===== config.mk =====
export PLATFORM = sky130hd
export DESIGN_NAME = matrix_slave_arbiter
export DESIGN_NICKNAME = d
export VERILOG_FILES = /design/src/rtl/arb_pkg.sv /design/src/rtl/arb_rr_pick.sv /design/src/rtl/arb_slot_timer.sv /design/src/rtl/arb_park_select.sv /design/src/rtl/matrix_slave_arbiter.sv
export SDC_FILE = /design/constraint.sdc
export NUM_CORES = 1
export LEC_CHECK = 0
export BUFFER_PORTS_ARGS = -buffer_cell sky130_fd_sc_hd__buf_2
export CAP_MARGIN = 10
export CORE_ASPECT_RATIO = 0.9
export CORE_MARGIN = 1
export CORE_UTILIZATION = 46
export DETAILED_ROUTE_END_ITERATION = 8
export GPL_TIMING_DRIVEN = 0
export PLACE_DENSITY = 0.66
export SLEW_MARGIN = 20
export SYNTH_ARGS = -nofsm -noshare
export SYNTH_HDL_FRONTEND = slang
export SYNTH_SLANG_ARGS = --single-unit

===== constraint.sdc =====
create_clock -name clk -period 13.88 [get_ports clk]
set_input_delay 0.694 -clock clk [delete_from_list [all_inputs] [get_ports clk]]
set_output_delay 0.694 -clock clk [all_outputs]
set_load 0.005 [all_outputs]

===== src/rtl/arb_pkg.sv =====
// Package: shared types for the matrix slave-port arbiter.
// Assumes: park mode code 3 is unused and treated like "no parking".
package arb_pkg;

    typedef enum logic [1:0] {
        PARK_NONE  = 2'd0,
        PARK_LAST  = 2'd1,
        PARK_FIXED = 2'd2,
        PARK_RSVD  = 2'd3
    } park_mode_e;

endpackage


===== src/rtl/arb_rr_pick.sv =====
// Module: arb_rr_pick
// Rotating-priority picker. It returns the first set request found when
// searching upward from ptr, wrapping at N-1.
// Assumes: ptr is always below N.
module arb_rr_pick #(
    parameter int unsigned N    = 10,
    parameter int unsigned ID_W = $clog2(N)
) (
    input  logic [N-1:0]    req,
    input  logic [ID_W-1:0] ptr,
    output logic            any,
    output logic [ID_W-1:0] pick
);

    // Purpose: scan N positions starting at ptr and keep the first hit.
    always_comb begin
        any  = 1'b0;
        pick = '0;
        for (int k = 0; k < int'(N); k++) begin
            int idx;
            idx = int'(ptr) + k;
            if (idx >= int'(N)) idx = idx - int'(N);
            if (!any && req[idx]) begin
                any  = 1'b1;
                pick = ID_W'(idx);
            end
        end
    end

endmodule


===== src/rtl/arb_slot_timer.sv =====
// Module: arb_slot_timer
// Counts the beats of the current burst and flags the beat on which the
// slot limit is reached. A held lock masks the flag. The count restarts
// on any beat-free cycle and on any burst end.
// Assumes: beat is high only while the granted master requests.
module arb_slot_timer #(
    parameter int unsigned CW = 8
) (
    input  logic          clk,
    input  logic          rst_n,
    input  logic          beat,
    input  logic          end_last,
    input  logic          lock_in,
    input  logic [CW-1:0] limit,
    output logic          expire
);

    logic [CW-1:0] cnt_q;
    logic          reached;

    // Purpose: decide whether this beat is at or beyond the limit.
    always_comb begin
        reached = (limit != '0) && (cnt_q >= (limit - CW'(1)));
        expire  = beat && reached && !lock_in;
    end

    // Purpose: count beats, saturating, and restart on idle or burst end.
    always_ff @(posedge clk) begin
        if (!rst_n) begin
            cnt_q <= '0;
        end else if (!beat || expire || end_last) begin
            cnt_q <= '0;
        end else if (cnt_q != '1) begin
            cnt_q <= cnt_q + CW'(1);
        end
    end

    // a break restarts the count for the next owner's burst
    assert_slot_restart_R9: assert property (@(posedge clk) disable iff (!rst_n)
        (beat && expire) |=> (cnt_q == '0));

endmodule


===== src/rtl/arb_park_select.sv =====
// Module: arb_park_select
// Chooses who holds the slave when no request is pending, based on the
// park policy. An out-of-range fixed master number means no parking.
// Assumes: cur_id / cur_vld describe the owner in the current cycle.
module arb_park_select
    import arb_pkg::*;
#(
    parameter int unsigned N    = 10,
    parameter int unsigned ID_W = $clog2(N)
) (
    input  park_mode_e      mode,
    input  logic [ID_W-1:0] fixed_id,
    input  logic [ID_W-1:0] cur_id,
    input  logic            cur_vld,
    output logic            park_vld,
    output logic [ID_W-1:0] park_id
);

    logic fixed_ok;

    // Purpose: range-check the programmed fixed master number.
    always_comb fixed_ok = ({1'b0, fixed_id} < (ID_W + 1)'(N));

    // Purpose: map the policy to a parked owner.
    always_comb begin
        park_vld = 1'b0;
        park_id  = '0;
        unique case (mode)
            PARK_LAST: begin
                park_vld = cur_vld;
                park_id  = cur_id;
            end
            PARK_FIXED: begin
                park_vld = fixed_ok;
                park_id  = fixed_ok ? fixed_id : '0;
            end
            default: begin
                park_vld = 1'b0;
                park_id  = '0;
            end
        endcase
    end

endmodule


===== src/rtl/matrix_slave_arbiter.sv =====
// Module: matrix_slave_arbiter
// Arbiter for one slave port of a bus matrix. It holds a registered owner.
// Each cycle it decides whether the owner keeps the port. A hand-over
// happens on a burst end, a slot-limit break, or an idle owner. The new
// owner comes from the rotating picker, or from the park policy when
// nothing is requested.
// Assumes: masters hold req through their burst and pulse last on the
// final beat; all inputs are synchronous to clk.
module matrix_slave_arbiter
    import arb_pkg::*;
#(
    parameter int unsigned NUM_MASTERS = 10,
    parameter int unsigned SLOT_W      = 8,
    parameter int unsigned ID_W        = $clog2(NUM_MASTERS)
) (
    input  logic                   clk,
    input  logic                   rst_n,
    input  logic [NUM_MASTERS-1:0] req_i,
    input  logic [NUM_MASTERS-1:0] lock_i,
    input  logic [NUM_MASTERS-1:0] last_i,
    input  logic [1:0]             park_mode_i,
    input  logic [ID_W-1:0]        park_id_i,
    input  logic [SLOT_W-1:0]      slot_limit_i,
    output logic [NUM_MASTERS-1:0] grant_o,
    output logic                   grant_valid_o
);

    localparam logic [ID_W-1:0] TOP_ID = ID_W'(NUM_MASTERS - 1);

    logic [ID_W-1:0]        owner_q;
    logic                   owner_vld_q;
    logic [ID_W-1:0]        ptr_q;
    logic [NUM_MASTERS-1:0] grant_hot;
    logic                   active;
    logic                   owner_lock;
    logic                   owner_last;
    logic                   end_last;
    logic                   expire;
    logic                   rearb;
    logic [NUM_MASTERS-1:0] arb_req;
    logic                   pick_any;
    logic [ID_W-1:0]        pick_id;
    logic                   park_vld;
    logic [ID_W-1:0]        park_id;
    park_mode_e             mode;

    // One grant bit per master, decoded from the registered owner.
    for (genvar g = 0; g < NUM_MASTERS; g++) begin : g_grant
        assign grant_hot[g] = owner_vld_q && (owner_q == ID_W'(g));
    end

    // Purpose: derive this cycle's beat, burst-end and hand-over conditions.
    always_comb begin
        mode       = park_mode_e'(park_mode_i);
        active     = |(grant_hot & req_i);
        owner_lock = |(grant_hot & lock_i);
        owner_last = |(grant_hot & last_i);
        end_last   = active && owner_last;
        rearb      = !active || end_last || expire;
        arb_req    = end_last ? (req_i & ~grant_hot) : req_i;
    end

    arb_rr_pick #(
        .N    (NUM_MASTERS),
        .ID_W (ID_W)
    ) u_pick (
        .req  (arb_req),
        .ptr  (ptr_q),
        .any  (pick_any),
        .pick (pick_id)
    );

    arb_slot_timer #(
        .CW (SLOT_W)
    ) u_slot (
        .clk      (clk),
        .rst_n    (rst_n),
        .beat     (active),
        .end_last (end_last),
        .lock_in  (owner_lock),
        .limit    (slot_limit_i),
        .expire   (expire)
    );

    arb_park_select #(
        .N    (NUM_MASTERS),
        .ID_W (ID_W)
    ) u_park (
        .mode     (mode),
        .fixed_id (park_id_i),
        .cur_id   (owner_q),
        .cur_vld  (owner_vld_q),
        .park_vld (park_vld),
        .park_id  (park_id)
    );

    // Purpose: register the owner and the rotating pointer at each hand-over.
    always_ff @(posedge clk) begin
        if (!rst_n) begin
            owner_q     <= '0;
            owner_vld_q <= 1'b0;
            ptr_q       <= '0;
        end else if (rearb) begin
            if (pick_any) begin
                owner_q     <= pick_id;
                owner_vld_q <= 1'b1;
                ptr_q       <= (pick_id == TOP_ID) ? '0 : pick_id + ID_W'(1);
            end else begin
                owner_q     <= park_id;
                owner_vld_q <= park_vld;
            end
        end
    end

    assign grant_o       = grant_hot;
    assign grant_valid_o = active;

    // a valid beat always has exactly one granted master
    assert_grant_onehot_R2: assert property (@(posedge clk) disable iff (!rst_n)
        grant_valid_o |-> $onehot(grant_o));

    // no parking leaves the port empty after an idle cycle
    assert_park_none_R5: assert property (@(posedge clk) disable iff (!rst_n)
        ((park_mode_i == 2'd0 || park_mode_i == 2'd3) && req_i == '0)
        |=> (grant_o == '0));

    // last-owner parking keeps the grant unchanged while idle
    assert_park_last_R6: assert property (@(posedge clk) disable iff (!rst_n)
        (park_mode_i == 2'd1 && req_i == '0) |=> $stable(grant_o));

    // fixed parking lands on the programmed master while idle
    assert_park_fixed_R7: assert property (@(posedge clk) disable iff (!rst_n)
        (park_mode_i == 2'd2 && req_i == '0 && {1'b0, park_id_i} < (ID_W + 1)'(NUM_MASTERS))
        |=> (grant_o == (NUM_MASTERS'(1) << $past(park_id_i))));

    // with no slot limit a running burst keeps its grant until it ends
    assert_no_limit_hold_R10: assert property (@(posedge clk) disable iff (!rst_n)
        (slot_limit_i == '0 && grant_valid_o && !owner_last) |=> $stable(grant_o));

    // a locked burst is never broken by the slot limit
    assert_lock_hold_R11: assert property (@(posedge clk) disable iff (!rst_n)
        (grant_valid_o && owner_lock && !owner_last) |=> $stable(grant_o));

endmodule


Word level (Yosys, flattened, before mapping)
Index checks and enable logic that the tools add are counted.
Operators by class
  add/sub/neg operators: 22
  $mul: 0
  divide/modulo/power cells: 0
  magnitude comparators: 22
  eq/ne operators: 14
  shift operators: 0
  mux-type cells: 67
  bitwise gates (word level): 6
  reduce and logical (&&, ||, !) cells: 46
Operators by type and width (count)
  less-than comparator 32 x 6 -> 1 bit (second input constant): 10
  two-way mux 32 bit: 10
  >= comparator 32 x 5 -> 1 bit (second input constant): 9
  subtractor 32 x 5 -> 32 bit (second input constant): 9
  two-way mux 4 bit: 13
  AND 10 bit: 4
  binary-select mux 1 bit (select 4 bit): 10
  two-way mux 1 bit: 31
  OR reduction 10 bit: 3
  logical AND 1 bit: 23
  adder 4 x 3 -> 5 bit (second input constant): 4
  equality test 4 x 3 -> 1 bit (second input constant): 4
  equality test 4 bit (second input constant): 3
  logical NOT 1 bit: 11
  adder 4 x 2 -> 5 bit (second input constant): 2
  adder 4 x 4 -> 5 bit (second input constant): 2
  two-way mux 10 bit: 1
  NOT 10 bit: 1
  adder 8 x 1 -> 8 bit (second input constant): 1
  equality test 4 x 2 -> 1 bit (second input constant): 2
  >= comparator 8 bit: 1
  != test 8 bit (second input constant): 1
  case mux 4 bit (2 select lines): 1
  nonzero test 8 bit: 1
  other kinds (16): 20
Storage, ports and cells
  register bits after elaboration: 17
  bits in latches: 0
  RAM bits: 0
  bits in read-only memories: 0
  output and inout bits: 11
  word-level logic and storage cells: 181
  memories kept: 0

Longest topological paths before layout
Gate-level depths: netlist (run 1).
  depth after elaboration: 39
  gate-level depth with buffers: 21

Cells and area by module
From an unflattened synthesis (run 1), not the netlist that was laid out.
Unflattened totals
  cell total of the unflattened synthesis: 638
  area total of the unflattened synthesis: 5083.6 µm²
Modules (own cells, without submodules)
  arb_rr_pick: times used 1, cells each 412, area each 3111.7 µm², seq. area each 0.0 µm²
  matrix_slave_arbiter: times used 1, cells each 124, area each 1087.3 µm², seq. area each 180.2 µm²
  arb_slot_timer: times used 1, cells each 81, area each 744.5 µm², seq. area each 160.2 µm²
  arb_park_select: times used 1, cells each 21, area each 140.1 µm², seq. area each 0.0 µm²

Least setup slack after synthesis (run 1)
No wires, ideal clock.
  kind: register to register
  start: reg ptr_q[1]
  end: reg ptr_q[2]
  setup time: 0.091 ns
  arrival time: 5.010 ns
  data required time: 13.789 ns
  path slack: 8.779 ns
  stages on the path, launching flop included: 21
  path buffers: 4
  clock period less this slack: 5.101 ns
  cell sequence: dfxtp_1 clkbuf_1 inv_1 ha_1 clkbuf_1 clkinv_1 ha_1 inv_1 o31a_1 o211ai_1 a221oi_1 a221o_1 nand4bb_1 buf_2 or3_1 buf_6 nor3_4 a221oi_2 o21a_4 or3_1 a311oi_1
On the way
  longest elaborated chain between the ends: 35
RTL lines
  from (decl): RTL line matrix_slave_arbiter.sv:32  | logic [ID_W-1:0] ptr_q;
  from (signal assigned): RTL line matrix_slave_arbiter.sv:107  | ptr_q <= (pick_id == TOP_ID) ? '0 : pick_id + ID_W'(1);
  branches (longest 35 deep; another with subtractor 32 x 5 -> 32 bit)
Parallel ways; which one is timed is not known. The select of a mux whose other input is x is not followed.
A chain may end at the register's enable or synchronous reset.

Final worst setup path (run 1)
Ends and elaborated chain as after synthesis.

==> results.txt, run 1 <==
crit start category: register
Ant. Diodes: 0
nets: 756
Required @ worst endpoint: 14040 ps
outcome: completed
Final min period: 6480 ps
Total Wirelength: 14700 um
Worst Tran Pin Value: 1100 ps
final setup fails: 0
Routed wire per std cell: 18.4 um
Synth Flop Type: dfxtp_1
port bufs: 56
Die X: 105 um
layout cells sized above 1: 0.158
Worst-Skew Late Latency: 260 ps
worst rel slew slack: 0.262
Arr. time, crit path: 6650 ps
DR iter-0 viols: 509
P&R area growth vs syn: 10.9%
initial antenna violation count: 0
fmax: 0.154 GHz
Synth Net Count: 695
Synth cell types: 84
Layout Utilization: 0.531
GRT Total Usage: 0.283
final hold viol count: 0
CTS resizes: 0
clk root buf: clkbuf_8
RSZ-0062 raised after global routing: false
Synthesis Warnings: 0
Die Y: 95.1 um
CTS tree: built
HPWL after DPL: 11800 um
Crit. path cell count: 19
pre-CTS setup slack: 7640 ps
Critical Path Fanout Max: 11
r2r setup slk: 7400 ps
Crit. End Element: register
final setup margin: 7400 ps
syn_area_per_cell: 7.23 sq um
Peak VDD IR: 0.125 mV
number of max-cap violations: 0
Slew Viols, Final: 0
FF-to-FF End: ptr_q[2]
Crit path largest cell delay: 580 ps
clock-pin slew on the worst setup and hold paths: 70 ps
Antenna Nets Post-Route: 0
FF-to-FF path depth: 19
first-pass GRT wire length: 22500 um
R2R Path Start: ptr_q[1]
CP endpoint: ptr_q[2]
global route overflow: 0
number of synthesized flops with an enable pin: 0
Worst Path Buf+Inv: 7
CTS buffer count: 3
Crit path max-delay family: buffers and inverters
CTS Buffer Depth: 2
drt pass-1 iters: 6
Synth Register Bits: 17
Period Utilization, post-route: 0.467
Post-CTS Setup Bufs: 0
Vias: 5062
clk sinks: 17
Setup TNS: 0 ps
htree depth: 1
Std-Cell Rows: 33
Starting Density: 0.479
fin area: 4910 sq um
Via density: 6.37
clk_skew: 5.04 ps
Core ar.: 9250 sq um
hold buffers post-CTS: 0
I/O pin total: 57
Post-Synthesis Cells: 613
Hold WS: 580 ps
sequential area share after synthesis: 0.0768
ys async rst share: 0
Power Density: 243 nW/um^2
number of global-route vias before repair: 4335
placed inst area: 4870 sq um
Die ar.: 10000 sq um
Pleak: 2.04 nW
CP Launch Point: ptr_q[1]
Mapped Area: 4430 sq um
critical path, cell by cell: clkbuf_1 > inv_1 > ha_1 > clkbuf_1 > clkinv_1 > ha_1 > inv_1 > o31a_1 > o211ai_1 > a221oi_1 > a221o_1 > nand4bb_1 > buf_2 > or3_1 > buf_6 > nor4_1 > a21oi_1 > or3_1 > a311oi_1
pin count of the biggest net entering global routing: 12
worst min-delay path class: reg -> reg
critical path type: reg -> reg
crit path max-delay cell type: dfxtp_1
DRC errors left: 0
Placer Congestion: 0.981
==> placed cells by master, fill, tap and decap left out, drive strengths merged, types with 6 or more instances in the layout <==
cell type,instances
and3,6
a221oi,9
and2,8
nor2,50
a21oi,43
mux2i,37
a221o,6
xnor2,19
nand3b,6
ha,35
a31oi,14
mux2,9
o22ai,7
or3,7
dfxtp,17
inv,31
nand2b,13
o21ai,45
nand3,20
a211oi,12
clkbuf,18
nand2,35
nor3b,6
nor3,30
nor2b,11
a21o,8
buf,71
o211ai,6
==> metrics by stage <==
stage | total power [mW] | cells
CTS | 1.16 | 795
floorplan | 0.863 | 613
detailed placement | 1.12 | 791
global placement | 1.10 | 791
global route | 1.28 | 795
finish | 1.20 | 795
==> worst min-delay path by stage <==
stage | from | end | cells after the start
2_1_floorplan | u_slot.cnt_q[6] | u_slot.cnt_q[6] | 2
3_3_place_gp | u_slot.cnt_q[1] | u_slot.cnt_q[1] | 2
3_5_place_dp | u_slot.cnt_q[1] | u_slot.cnt_q[1] | 2
4_1_cts | u_slot.cnt_q[1] | u_slot.cnt_q[1] | 2
5_1_grt | u_slot.cnt_q[0] | u_slot.cnt_q[0] | 2
6_report | u_slot.cnt_q[1] | u_slot.cnt_q[1] | 2
==> cell usage after synthesis, drive strengths merged (7+ instances only) <==
cell type	n	area share
o22ai	7	0.0099
mux2i	37	0.084
and2	8	0.011
inv	31	0.026
nand3	20	0.023
nand2	35	0.030
a211oi	12	0.021
nor3	30	0.039
buf	15	0.022
dfxtp	17	0.077
o21ai	45	0.051
a221oi	9	0.021
a31oi	14	0.023
a21o	8	0.014
a21oi	43	0.049
xnor2	19	0.038
nor2	50	0.043
clkbuf	15	0.013
nand2b	13	0.018
nor2b	11	0.016
ha	35	0.099
mux2	9	0.023
or3	7	0.0099
==> layout make-up <==
class / count / area [sq um]
fillers: 901 / 4330
multi-input cells: 534 / 3820
flip-flops and latches: 17 / 340
repair buffers: 56 / 280
plain buffers: 30 / 154
well taps: 122 / 153
inverters: 32 / 120
clock buffers: 3 / 41.3
clock inverters: 1 / 7.51
==> metal layers <==
layer | GRT usage | share of wire
met3 | 0.0547 | 0.092
met5 | 0 | 0
met4 | 0.0822 | 0.020
met1 | 0.404 | 0.45
met2 | 0.431 | 0.43
==> registers in the layout, indices dropped and copies added (netlist names) <==
register	count
owner_q	4
owner_vld_q	1
ptr_q	4
u_slot.cnt_q	8
==> worst reg2reg max path: cells and delay by family (launching register included) <==
| kind | cells | cell delay (ps) |
|---|---|---|
| AO/OA/AOI/OAI | 6 | 1620 |
| adder cells (fa/ha/maj) | 2 | 910 |
| buffers and inverters | 7 | 1850 |
| flip-flops | 1 | 580 |
| AND/OR/NAND/NOR | 4 | 1430 |
==> where the power goes <==
part	switching [mW]	internal, mW	total (mW)
combinational	0.679	0.405	1.08
sequential	0.0145	0.0596	0.0741
clock	0.0183	0.0202	0.0385
==> cells by family (layout without fill, tap and decap cells) <==
logic type	after synthesis	count (layout)	synth area share
compound gates	203	203	0.318
xor+xnor	22	22	0.0435
fa+ha+maj	36	36	0.103
buf+inv	62	122	0.0618
flops	17	17	0.0768
mux	48	48	0.117
simple gates	225	225	0.280
(Power assumes the default switching activity.)
==> inputs of run 2 (changes only) <==
==> constraint.sdc (replaced) <==
create_clock -name clk -period 6.6 [get_ports clk]
set_input_delay 0.33 -clock clk [delete_from_list [all_inputs] [get_ports clk]]
set_output_delay 0.33 -clock clk [all_outputs]
set_load 0.005 [all_outputs]
==> run 2 against run 1 <==
Compared with the run above:
- clock skew hardly changed
- clock power increased by 110%
- total power increased by 110%
- register-to-register slack got worse by 7000 ps
- combinational power is 110% higher
- count of clock-buffer cells in the layout is the same
- critical path depth up 1
- first-iteration DRC count is 10% lower
- sequential share of layout area is essentially flat
- via count up 0.40%
- largest cell class unchanged
==> results.txt, run 2 (same netlist as run 1, synthesis figures left out) <==
final setup fails: 0 (unchanged)
fmax: 0.161 GHz (+4.5%)
Placer Congestion: 0.981 (unchanged)
hold buffers post-CTS: 0 (unchanged)
number of max-cap violations: 0 (unchanged)
Reg with most FFs: u_slot.cnt_q
first-pass GRT wire length: 22500 um (unchanged)
area of the multi-input gates: 3820 sq um (+0.13%)
RSZ-0062 raised after global routing: false
clock-pin slew on the worst setup and hold paths: 70 ps (about the same)
outcome: completed
Die ar.: 10000 sq um (unchanged)
P&R area growth vs syn: 11.1%
Via density: 6.39 (+0.40%)
pin count of the biggest net entering global routing: 12 (unchanged)
Worst-Skew Late Latency: 260 ps (about the same)
port bufs: 56 (unchanged)
initial antenna violation count: 0 (unchanged)
Required @ worst endpoint: 6770 ps (-7270 ps)
r2r setup slk: 400 ps (-7000 ps)
Largest register FFs: 8 (unchanged)
Worst Path Buf+Inv: 8 (+1)
Ant. Diodes: 0 (unchanged)
Peak VDD IR: 0.251 mV (+100%)
Register Area: 342 sq um (+0.37%)
Starting Density: 0.479 (unchanged)
Arr. time, crit path: 6370 ps (-280 ps)
final hold viol count: 0 (unchanged)
Core ar.: 9250 sq um (unchanged)
most common cell after layout, fill and taps aside: buf_2
Final min period: 6200 ps (-281 ps)
CTS Buffer Depth: 2 (unchanged)
layout cells sized above 1: 0.163 (+0.00594)
Critical Path Fanout Max: 10 (-1)
global route overflow: 0 (unchanged)
drt pass-1 iters: 5 (-1)
DR iter-0 viols: 458 (-10%)
critical path type: reg -> reg
Period Utilization, post-route: 0.940 (+0.473)
# fillers: 900 (-0.11%)
Setup TNS: 0 ps (unchanged)
number of global-route vias before repair: 4335 (unchanged)
Pleak: 2.05 nW (+0.17%)
CTS tree: built
htree depth: 1 (unchanged)
Crit path largest cell delay: 500 ps (-80 ps)
Slew Viols, Final: 0 (unchanged)
HPWL after DPL: 11800 um (unchanged)
CTS resizes: 0 (unchanged)
DRC errors left: 0 (unchanged)
Crit path max-delay family: buffers and inverters
Die X: 105 um (unchanged)
placed cells: 791 (unchanged)
total power: 2.52 mW (+110%)
clk sinks: 17 (unchanged)
Regs by FF count: u_slot.cnt_q (8), owner_q (4), ptr_q (4)
Cell Count, Final, Fillers Out: 795 (unchanged)
Crit. End Element: register
crit path max-delay cell type: nor4_1
Power Density: 511 nW/um^2 (+110%)
clk_skew: 5.16 ps (+0.120 ps)
Routed wire per std cell: 18.3 um (-0.51%)
worst rel slew slack: 0.260 (-0.00142)
Worst Tran Pin Value: 1110 ps (+2.12 ps)
I/O pin total: 57 (unchanged)
clk root buf: clkbuf_8
Layout Utilization: 0.533 (+0.00122)
pre-CTS setup slack: 357 ps (-7280 ps)
crit start category: register
CTS buffer count: 3 (unchanged)
Post-CTS Setup Bufs: 0 (unchanged)
GRT Total Usage: 0.283 (unchanged)
Std-Cell Rows: 33 (unchanged)
most frequent cells in the layout: buf_2, nor2_1, a21oi_1
Total Wirelength: 14600 um (-0.51%)
nets: 756 (unchanged)
Vias: 5082 (+0.40%)
critical path, cell by cell: buf_4 > buf_2 > inv_2 > ha_1 > clkbuf_1 > clkinvlp_4 > ha_1 > inv_1 > o31a_1 > o211ai_1 > a221oi_1 > a221o_1 > nand4bb_1 > buf_2 > or3_1 > buf_6 > nor4_1 > a21oi_1 > or3_1 > a311oi_1
final setup margin: 397 ps (-7000 ps)
worst min-delay path class: in -> reg
Antenna Nets Post-Route: 0 (unchanged)
Die Y: 95.1 um (unchanged)
run 2: stage by stage:
step                      hold slack, ps  area, sq um
after detailed placement             575         4870
after global routing                 393         4930
final                                360         4930
after CTS                            366         4910
after floorplan                      468         4430
after global placement               560         4870
run 2: cell type report:
class	instances	area share
multi-input combinational	534	0.776
inverter	32	0.0251
clock buffer	3	0.00838
sequential	17	0.0693
clock inverter	1	0.00152
timing repair buffer	56	0.0569
buffer	30	0.0315
tap	122	0.0310
run 2: worst paths after layout:
| path | from | endpoint | cells after the start |
|---|---|---|---|
| worst min register to register | u_slot.cnt_q[1] | u_slot.cnt_q[1] | 2 |
| worst min-delay path | park_id_i[0] | owner_q[0] | 3 |
| worst max-delay path | ptr_q[0] | ptr_q[2] | 20 |
| worst max register to register | ptr_q[0] | ptr_q[2] | 20 |
run 2: layer usage:
layer | part of all wire | up-vias | routed length (um) | GRT usage
li1 | - | 2452 | - | -
met1 | 0.44 | 2378 | 6480 | 0.404
met2 | 0.43 | 219 | 6320 | 0.431
met3 | 0.098 | 33 | 1430 | 0.0547
met4 | 0.024 | 0 | 354 | 0.0822
met5 | 0 | - | 0 | 0
run 2: worst reg2reg max path, cell delays in order (launching register included):
cell        delay, ps
dfxtp_1           400
buf_4             200
buf_2             280
inv_2             200
ha_1              390
clkbuf_1          360
clkinvlp_4        330
ha_1              440
inv_1              80
o31a_1            290
o211ai_1          290
a221oi_1          140
a221o_1           390
nand4bb_1         200
buf_2             200
or3_1             370
buf_6             150
nor4_1            500
a21oi_1           270
or3_1             370
a311oi_1          260
run 2: where the power goes:
group / switching [mW] / internal [mW]
Clock: 0.0389 / 0.0426
Combinational: 1.42 / 0.855
Sequential: 0.0301 / 0.126
